===== src/rtl/isa_irq_pkg.sv =====
package isa_irq_pkg;

   localparam int unsigned NUM_SRC   = 8;
   localparam int unsigned ISA_LINES = 13;

   typedef enum logic [1:0] {
      SEL_VERSION = 2'd0,
      SEL_IRQ     = 2'd1,
      SEL_CTRL    = 2'd2,
      SEL_WDOG    = 2'd3
   } reg_sel_e;

   // Dense pending bit -> ISA IRQ number (IRQs 3..7 then 10..12).
   function automatic int unsigned isa_line_of(int unsigned bitpos);
      return (bitpos < 5) ? bitpos + 3 : bitpos + 5;
   endfunction

endpackage


===== src/rtl/irq_edge_sync.sv =====
module irq_edge_sync #(
   parameter int unsigned STAGES = 2
) (
   input  logic clk,
   input  logic rst,
   input  logic line_i,
   output logic rise_o
);
   logic [STAGES-1:0] sync_q;
   logic              prev_q;

   initial begin
      if (STAGES < 2) $error("irq_edge_sync: STAGES must be at least 2");
   end

   always_ff @(posedge clk) begin
      if (rst) begin
         sync_q <= '0;
         prev_q <= 1'b0;
      end else begin
         sync_q <= {sync_q[STAGES-2:0], line_i};
         prev_q <= sync_q[STAGES-1];
      end
   end

   assign rise_o = sync_q[STAGES-1] & ~prev_q;
endmodule


===== src/rtl/irq_pending_bank.sv =====
module irq_pending_bank #(
   parameter int unsigned WIDTH = 8
) (
   input  logic             clk,
   input  logic             rst,
   input  logic [WIDTH-1:0] set_i,
   input  logic [WIDTH-1:0] ack_i,
   output logic [WIDTH-1:0] pend_o,
   output logic             any_o
);
   logic [WIDTH-1:0] pend_q;
   logic             any_q;

   always_ff @(posedge clk) begin
      if (rst) begin
         pend_q <= '0;
         any_q  <= 1'b0;
      end else begin
         // a new edge outranks an acknowledge of the same bit
         pend_q <= (pend_q & ~ack_i) | set_i;
         any_q  <= |pend_q;
      end
   end

   assign pend_o = pend_q;
   assign any_o  = any_q;
endmodule


===== src/rtl/irq_reg_file.sv =====
module irq_reg_file
   import isa_irq_pkg::*;
#(
   parameter int unsigned DATA_W      = 16,
   parameter int unsigned ADDR_W      = 25,
   parameter int unsigned SRC_W       = 8,
   parameter int unsigned CTRL_W      = 1,
   parameter logic [7:0]  VERSION_VAL = 8'h11
) (
   input  logic              clk,
   input  logic              rst,
   input  logic [ADDR_W-1:0] addr_i,
   input  logic              wr_i,
   input  logic              rd_i,
   input  logic [DATA_W-1:0] wdata_i,
   input  logic [SRC_W-1:0]  pend_i,
   output logic [SRC_W-1:0]  ack_o,
   output logic [CTRL_W-1:0] ctrl_o,
   output logic [DATA_W-1:0] rdata_o
);
   localparam int unsigned LOW_W = ADDR_W - 2;

   reg_sel_e          sel;
   logic [CTRL_W-1:0] ctrl_q;
   logic [DATA_W-1:0] rdata_q;
   logic [DATA_W-1:0] rd_mux;
   logic              unused_bits;

   assign sel = reg_sel_e'(addr_i[ADDR_W-1 -: 2]);
   assign unused_bits = ^{addr_i[LOW_W-1:0], wdata_i[DATA_W-1:SRC_W]};

   assign ack_o = (wr_i && sel == SEL_IRQ) ? wdata_i[SRC_W-1:0] : '0;

   always_comb begin
      unique case (sel)
         SEL_VERSION: rd_mux = DATA_W'(VERSION_VAL);
         SEL_IRQ:     rd_mux = DATA_W'(pend_i);
         SEL_CTRL:    rd_mux = DATA_W'(ctrl_q);
         default:     rd_mux = '0;
      endcase
   end

   always_ff @(posedge clk) begin
      if (rst) begin
         ctrl_q  <= '0;
         rdata_q <= '0;
      end else begin
         if (wr_i && sel == SEL_CTRL) ctrl_q <= wdata_i[CTRL_W-1:0];
         if (rd_i) rdata_q <= rd_mux;
      end
   end

   assign ctrl_o  = ctrl_q;
   assign rdata_o = rdata_q;
endmodule


===== src/rtl/isa_irq_collector.sv =====
module isa_irq_collector
   import isa_irq_pkg::*;
#(
   parameter int unsigned DATA_W      = 16,
   parameter int unsigned ADDR_W      = 25,
   parameter int unsigned SYNC_STAGES = 2,
   parameter int unsigned CTRL_W      = 1,
   parameter logic [7:0]  VERSION_VAL = 8'h11
) (
   input  logic                 clk,
   input  logic                 rst,
   input  logic [ISA_LINES-1:0] isa_req_i,
   input  logic [ADDR_W-1:0]    bus_addr_i,
   input  logic                 bus_wr_i,
   input  logic                 bus_rd_i,
   input  logic [DATA_W-1:0]    bus_wdata_i,
   output logic [DATA_W-1:0]    bus_rdata_o,
   output logic                 host_irq_o,
   output logic                 cf_reset_o
);
   initial begin
      if (DATA_W < NUM_SRC) $error("isa_irq_collector: DATA_W too narrow");
      if (CTRL_W < 1 || CTRL_W > DATA_W) $error("isa_irq_collector: bad CTRL_W");
      if (ADDR_W < 3) $error("isa_irq_collector: ADDR_W too small");
   end

   logic [NUM_SRC-1:0] rise_w;
   logic [NUM_SRC-1:0] ack_w;
   logic [NUM_SRC-1:0] pend_q;
   logic [CTRL_W-1:0]  ctrl_w;
   logic               unused_lines;

   assign unused_lines = ^{isa_req_i[9:8], isa_req_i[2:0]};

   for (genvar k = 0; k < NUM_SRC; k++) begin : g_src
      irq_edge_sync #(.STAGES(SYNC_STAGES)) u_sync (
         .clk    (clk),
         .rst    (rst),
         .line_i (isa_req_i[isa_line_of(k)]),
         .rise_o (rise_w[k])
      );
   end

   irq_pending_bank #(.WIDTH(NUM_SRC)) u_bank (
      .clk    (clk),
      .rst    (rst),
      .set_i  (rise_w),
      .ack_i  (ack_w),
      .pend_o (pend_q),
      .any_o  (host_irq_o)
   );

   irq_reg_file #(
      .DATA_W(DATA_W), .ADDR_W(ADDR_W), .SRC_W(NUM_SRC),
      .CTRL_W(CTRL_W), .VERSION_VAL(VERSION_VAL)
   ) u_regs (
      .clk     (clk),
      .rst     (rst),
      .addr_i  (bus_addr_i),
      .wr_i    (bus_wr_i),
      .rd_i    (bus_rd_i),
      .wdata_i (bus_wdata_i),
      .pend_i  (pend_q),
      .ack_o   (ack_w),
      .ctrl_o  (ctrl_w),
      .rdata_o (bus_rdata_o)
   );

   assign cf_reset_o = ctrl_w[0];
endmodule


===== config.mk =====
export PLATFORM = sky130hd
export DESIGN_NAME = isa_irq_collector
export DESIGN_NICKNAME = d
export VERILOG_FILES = /design/src/rtl/isa_irq_pkg.sv /design/src/rtl/irq_edge_sync.sv /design/src/rtl/irq_pending_bank.sv /design/src/rtl/irq_reg_file.sv /design/src/rtl/isa_irq_collector.sv
export SDC_FILE = /design/constraint.sdc
export NUM_CORES = 1
export LEC_CHECK = 0
export ABC_CLOCK_PERIOD_IN_PS = 1900
export BUFFER_PORTS_ARGS = -buffer_cell sky130_fd_sc_hd__buf_2
export CORE_UTILIZATION = 46
export DETAILED_ROUTE_END_ITERATION = 8
export MAX_ROUTING_LAYER = met4
export PLACE_DENSITY = 0.77
export SETUP_SLACK_MARGIN = 0.5
export SYNTH_ARGS = -nofsm -noshare
export SYNTH_HDL_FRONTEND = slang
export SYNTH_SLANG_ARGS = --single-unit

===== constraint.sdc =====
create_clock -name clk -period 1.9 [get_ports clk]
set_input_delay 0.285 -clock clk [delete_from_list [all_inputs] [get_ports clk]]
set_output_delay 0.285 -clock clk [all_outputs]
set_load 0.03 [all_outputs]

### Word-level counts from Yosys, hierarchy flattened

Cells that the tools add are included.

| storage, ports and cells | value |
|---|---|
| flip-flop bits (word level) | 50 |
| bits of input ports | 58 |
| output and inout bits | 18 |
| word-level logic and storage cells | 47 |

| cells by class | value |
|---|---|
| eq/ne operators | 2 |
| multiplexer cells | 2 |
| bitwise logic cells | 19 |
| reductions and logical operators | 4 |

Operator list:

| kind | number |
|---|---|
| $pmux W8 S3 | 1 |
| $and A1 B1 Y1 | 8 |
| $and A8 B8 Y8 | 1 |
| $mux W8 | 1 |
| $not A1 Y1 | 8 |
| $not A8 Y8 | 1 |
| $or A8 B8 Y8 | 1 |
| $reduce_or A8 Y1 | 1 |
| $eq A2 B1 Y1 const B | 1 |
| $eq A2 B2 Y1 const B | 1 |
| $logic_and A1 B1 Y1 | 2 |
| $logic_not A2 Y1 | 1 |

### Depth between registers and ports, before layout

| logic depth | value |
|---|---|
| depth after elaboration | 6 |
| depth in mapped cells | 4 |
| depth with buffers taken out | 3 |

### Cells and area by module

A second synthesis with hierarchy kept.

| unflattened totals | value |
|---|---|
| cell total of the unflattened synthesis | 154 |
| area total of the unflattened synthesis | 1567.8 µm² |

By module, submodules not included:

| module | times used | cells each | area each (µm²) | seq. area each (µm²) |
|---|---|---|---|---|
| irq_edge_sync | 8 | 7 | 87.6 | 60.1 |
| irq_reg_file | 1 | 61 | 531.8 | 180.2 |
| irq_pending_bank | 1 | 37 | 335.3 | 180.2 |

### Worst setup path after synthesis

OpenSTA, ideal clock, no wires.

| path | value |
|---|---|
| kind | register to register |
| start point | reg u_regs.ctrl_q, in the netlist u_regs.ctrl_o |
| end point | reg u_regs.rdata_q[0], in the netlist u_regs.rdata_o[0] |
| library setup time | 0.071 ns |
| arrival | 0.898 ns |
| required time | 1.829 ns |
| slack | 0.931 ns |
| cell stages (with the launch flop) | 4 |
| path buffers | 0 |
| cell sequence | dfxtp_1 > nor2b_1 > o221ai_1 > a21oi_1 |

| between the ends | value |
|---|---|
| longest elaborated chain between the ends | 1 |

Ends and longest elaborated chain:

| item | line | source |
|---|---|---|
| start, declared | irq_reg_file.sv:24 | `logic [CTRL_W-1:0] ctrl_q;` |
| start signal, assigned | irq_reg_file.sv:48 | `if (wr_i && sel == SEL_CTRL) ctrl_q <= wdata_i[CTRL_W-1:0];` |
| $pmux W8 S3 | irq_reg_file.sv:35 | `unique case (sel)` |
| end signal, assigned | irq_reg_file.sv:49 | `if (rd_i) rdata_q <= rd_mux;` |
| end, declared | irq_reg_file.sv:25 | `logic [DATA_W-1:0] rdata_q;` |

No other way between the ends.
A chain may end at the register's enable or synchronous reset.

### Worst setup path in the final report

| path | value |
|---|---|
| start point | reg u_regs.rdata_q[6], in the netlist u_regs.rdata_o[6] |
| end point | out bus_rdata_o[6] |

RTL lines:

| item | line | source |
|---|---|---|
| end, declared | isa_irq_collector.sv:17 | `output logic [DATA_W-1:0] bus_rdata_o,` |

No word-level cell between the ends.

==> out/metrics.csv <==
stage;metric;value;unit
outcome;outcome;finished, final reports clean;
worst_setup_path;critPathLaunchType;register;
route;totalWireLength;2161;um
logic_synthesis;synth_cell_type_count;19;
worst_setup_path;cp-startpoint;u_regs.rdata_o[6];
cts;numCtsBuffers;5;
sta;hold_violations;0;
floorplan;rows;20;
final_layout;final_common_cell;dfxtp_1;
worst_setup_path;cp_top_family;flip-flops;
cts;path_clk_slew;0.12;ns
floorplan;initial_core_util;47.93;%
sta;tns;0;ns
final_layout;antenna_cells;0;
final_layout;final_cell_mix;dfxtp_1 (42), buf_2 (31), nor2b_1 (22);
cts;hold_buffers;0;
logic_synthesis;seq_area_frac_synth;57.93;%
route;viasPerCell;4.491;
final_layout;nets;239;
floorplan;coreArea;3028;um^2
worst_setup_path;required;1.62;ns
sta;hold_ws;0.1468;ns
worst_setup_path;path_buf_inv;1;
worst_hold_path;hold_path.class;primary input to register;
pwr;power_density;949.5;nW/um^2
logic_synthesis;syn_area;1451;um^2
final_layout;final_layout_size_suffix_gt1_share;21.98;%
sta;finalCritPeriodShare;61.64;%
worst_setup_path;crit_path_top_delay_cell;dfxtp_1;
pwr;ir_drop;0.4999;mV
grt;grt_max_degree;35;
route;drt_iter0_drc;43;
cts;root_buffer;clkbuf_4;
sta;slew_headroom;62.72;%
logic_synthesis;synth_warnings;0;
worst_setup_path;path_cells;buf_2;
floorplan;die-height;58.17;um
grt;antenna_found_initial;0;
grt;grt_pass1_vias;943;
placed_design;place_congestion;0.8255;
cts;h-tree-depth;2;
worst_setup_path;crit_arrival;0.89;ns
placed_design;dp_hpwl;1532;um
placed_design;io_buffers;31;
cts;cts_setup_buffers;0;
flow_run;drv_cap;0;
sta;fin_skew;0.01171;ns
worst_setup_path;cp-end-kind;output port;
final_layout;syn2layout_area_growth;16.29;%
cts;insertion_delay;0.33;ns
worst_hold_path;min-delay-start;isa_req_i[5];
cts;numClockSinks;42;
route;vias;1015;
logic_synthesis;postSynthCellCount;149;
route;ant_nets;0;
cts;cts_tree;done;
grt;grt_usage;14.10;%
worst_setup_path;reg2reg_from;u_bank.pend_o[1];
worst_setup_path;critPathKind;register to output port;
pwr;leakagePower;0.7327;nW
route;first_pass_iters;4;
cts;ctsResizeCount;0;
worst_setup_path;slowest_delay;0.35;ns
grt;grt_pass1_wl;3470;um
logic_synthesis;postSynthAreaPerCell;9.741;um^2
worst_setup_path;path_max_fanout;2;
sta;maxSlewViolCount;0;
cts;clk_path_buf_depth;2;
placed_design;placed_cell_area;1610;um^2
sta;min_period;1.171;ns
grt;overflow;0;
sta;worstMarginPinSlew;0.5592;ns
floorplan;num_io_pins;76;
floorplan;die_w;58.17;um
floorplan;dieArea;3384;um^2
sta;rsz0062_at_grt;false;
sta;setup_viol;0;
logic_synthesis;synth_seq_cells;42;
route;drc;0;
final_layout;stdcell_area;1688;um^2
route;drt-wirelength-per-cell;9.562;um
sta;fmax;853.9;MHz
routing by layer:
layer | track usage (%) | up-vias | share of wire (%)
li1 | - | 531 | -
met1 | 14.31 | 437 | 45
met2 | 22.66 | 43 | 47
met3 | 4.911 | 4 | 6.4
met4 | 9.864 | 0 | 1.1
met5 | - | - | 0
final timing paths:
check                              endpoint  slack, ns  cells past startpoint
setup / recovery             bus_rdata_o[6]       0.73                      1
hold / removal    g_src[2].u_sync.sync_q[0]       0.15                      2
setup reg to reg               u_bank.any_o       1.03                      2
hold reg to reg   g_src[0].u_sync.sync_q[1]       0.44                      1
metrics by stage:
step / util [%] / instances / worst slack, ns / total power [mW]
6_report: 55.74 / 226 / 0.7289 / 1.603
5_1_grt: 55.74 / 226 / 0.6650 / 1.674
4_1_cts: 55.74 / 226 / 0.7082 / 1.621
3_5_place_dp: 53.18 / 218 / 0.7323 / 1.086
3_3_place_gp: 53.18 / 218 / 0.7717 / 1.080
2_1_floorplan: - / 156 / 0.9314 / 1.055
cell usage after synthesis:
library cell	instances	area (um^2)
nor2_1	2	7.510
buf_4	8	60.06
buf_2	2	10.01
o21ai_0	8	40.04
mux2i_1	1	10.01
conb_1	1	3.750
a31oi_1	1	6.260
nor2b_1	22	137.6
a21oi_1	16	80.08
nand3b_1	1	7.510
inv_1	2	7.510
and2b_1	5	37.54
nand2_1	8	30.03
nand2b_1	17	106.4
nor4_1	2	12.51
o221ai_1	1	8.760
dfxtp_1	42	840.8
nand3_1	6	30.03
clkbuf_1	4	15.01
final cells by class:
type | count | area (um^2)
fill | 271 | 1340
sequential | 42 | 840.8
multi-input combinational | 98 | 544.3
timing repair buffer | 32 | 162.7
tap | 44 | 55.05
clock inverter | 3 | 40.04
clock buffer | 5 | 37.54
inverter | 2 | 7.507
cells by family after synthesis:
family	after synthesis	synth area share, %
mux	1	0.6897
simple gates	63	25.43
compound gates	26	9.311
buf+inv	16	6.379
other cells	1	0.2584
flops	42	57.93
power by group:
group          internal [mW]  total, mW  leakage [nW]  switching, mW
clock network          0.273      0.537        0.0450          0.264
logic                 0.0526      0.136         0.344         0.0836
registers              0.916      0.930         0.344         0.0138
state kept, by name, indices dropped and copies added, names as in the netlist:
signal               cells
g_src.u_sync.prev_q      8
g_src.u_sync.sync_q     16
u_bank.any_o             1
u_bank.pend_o            8
u_regs.ctrl_o            1
u_regs.rdata_o           8
(Power assumes the default switching activity.)
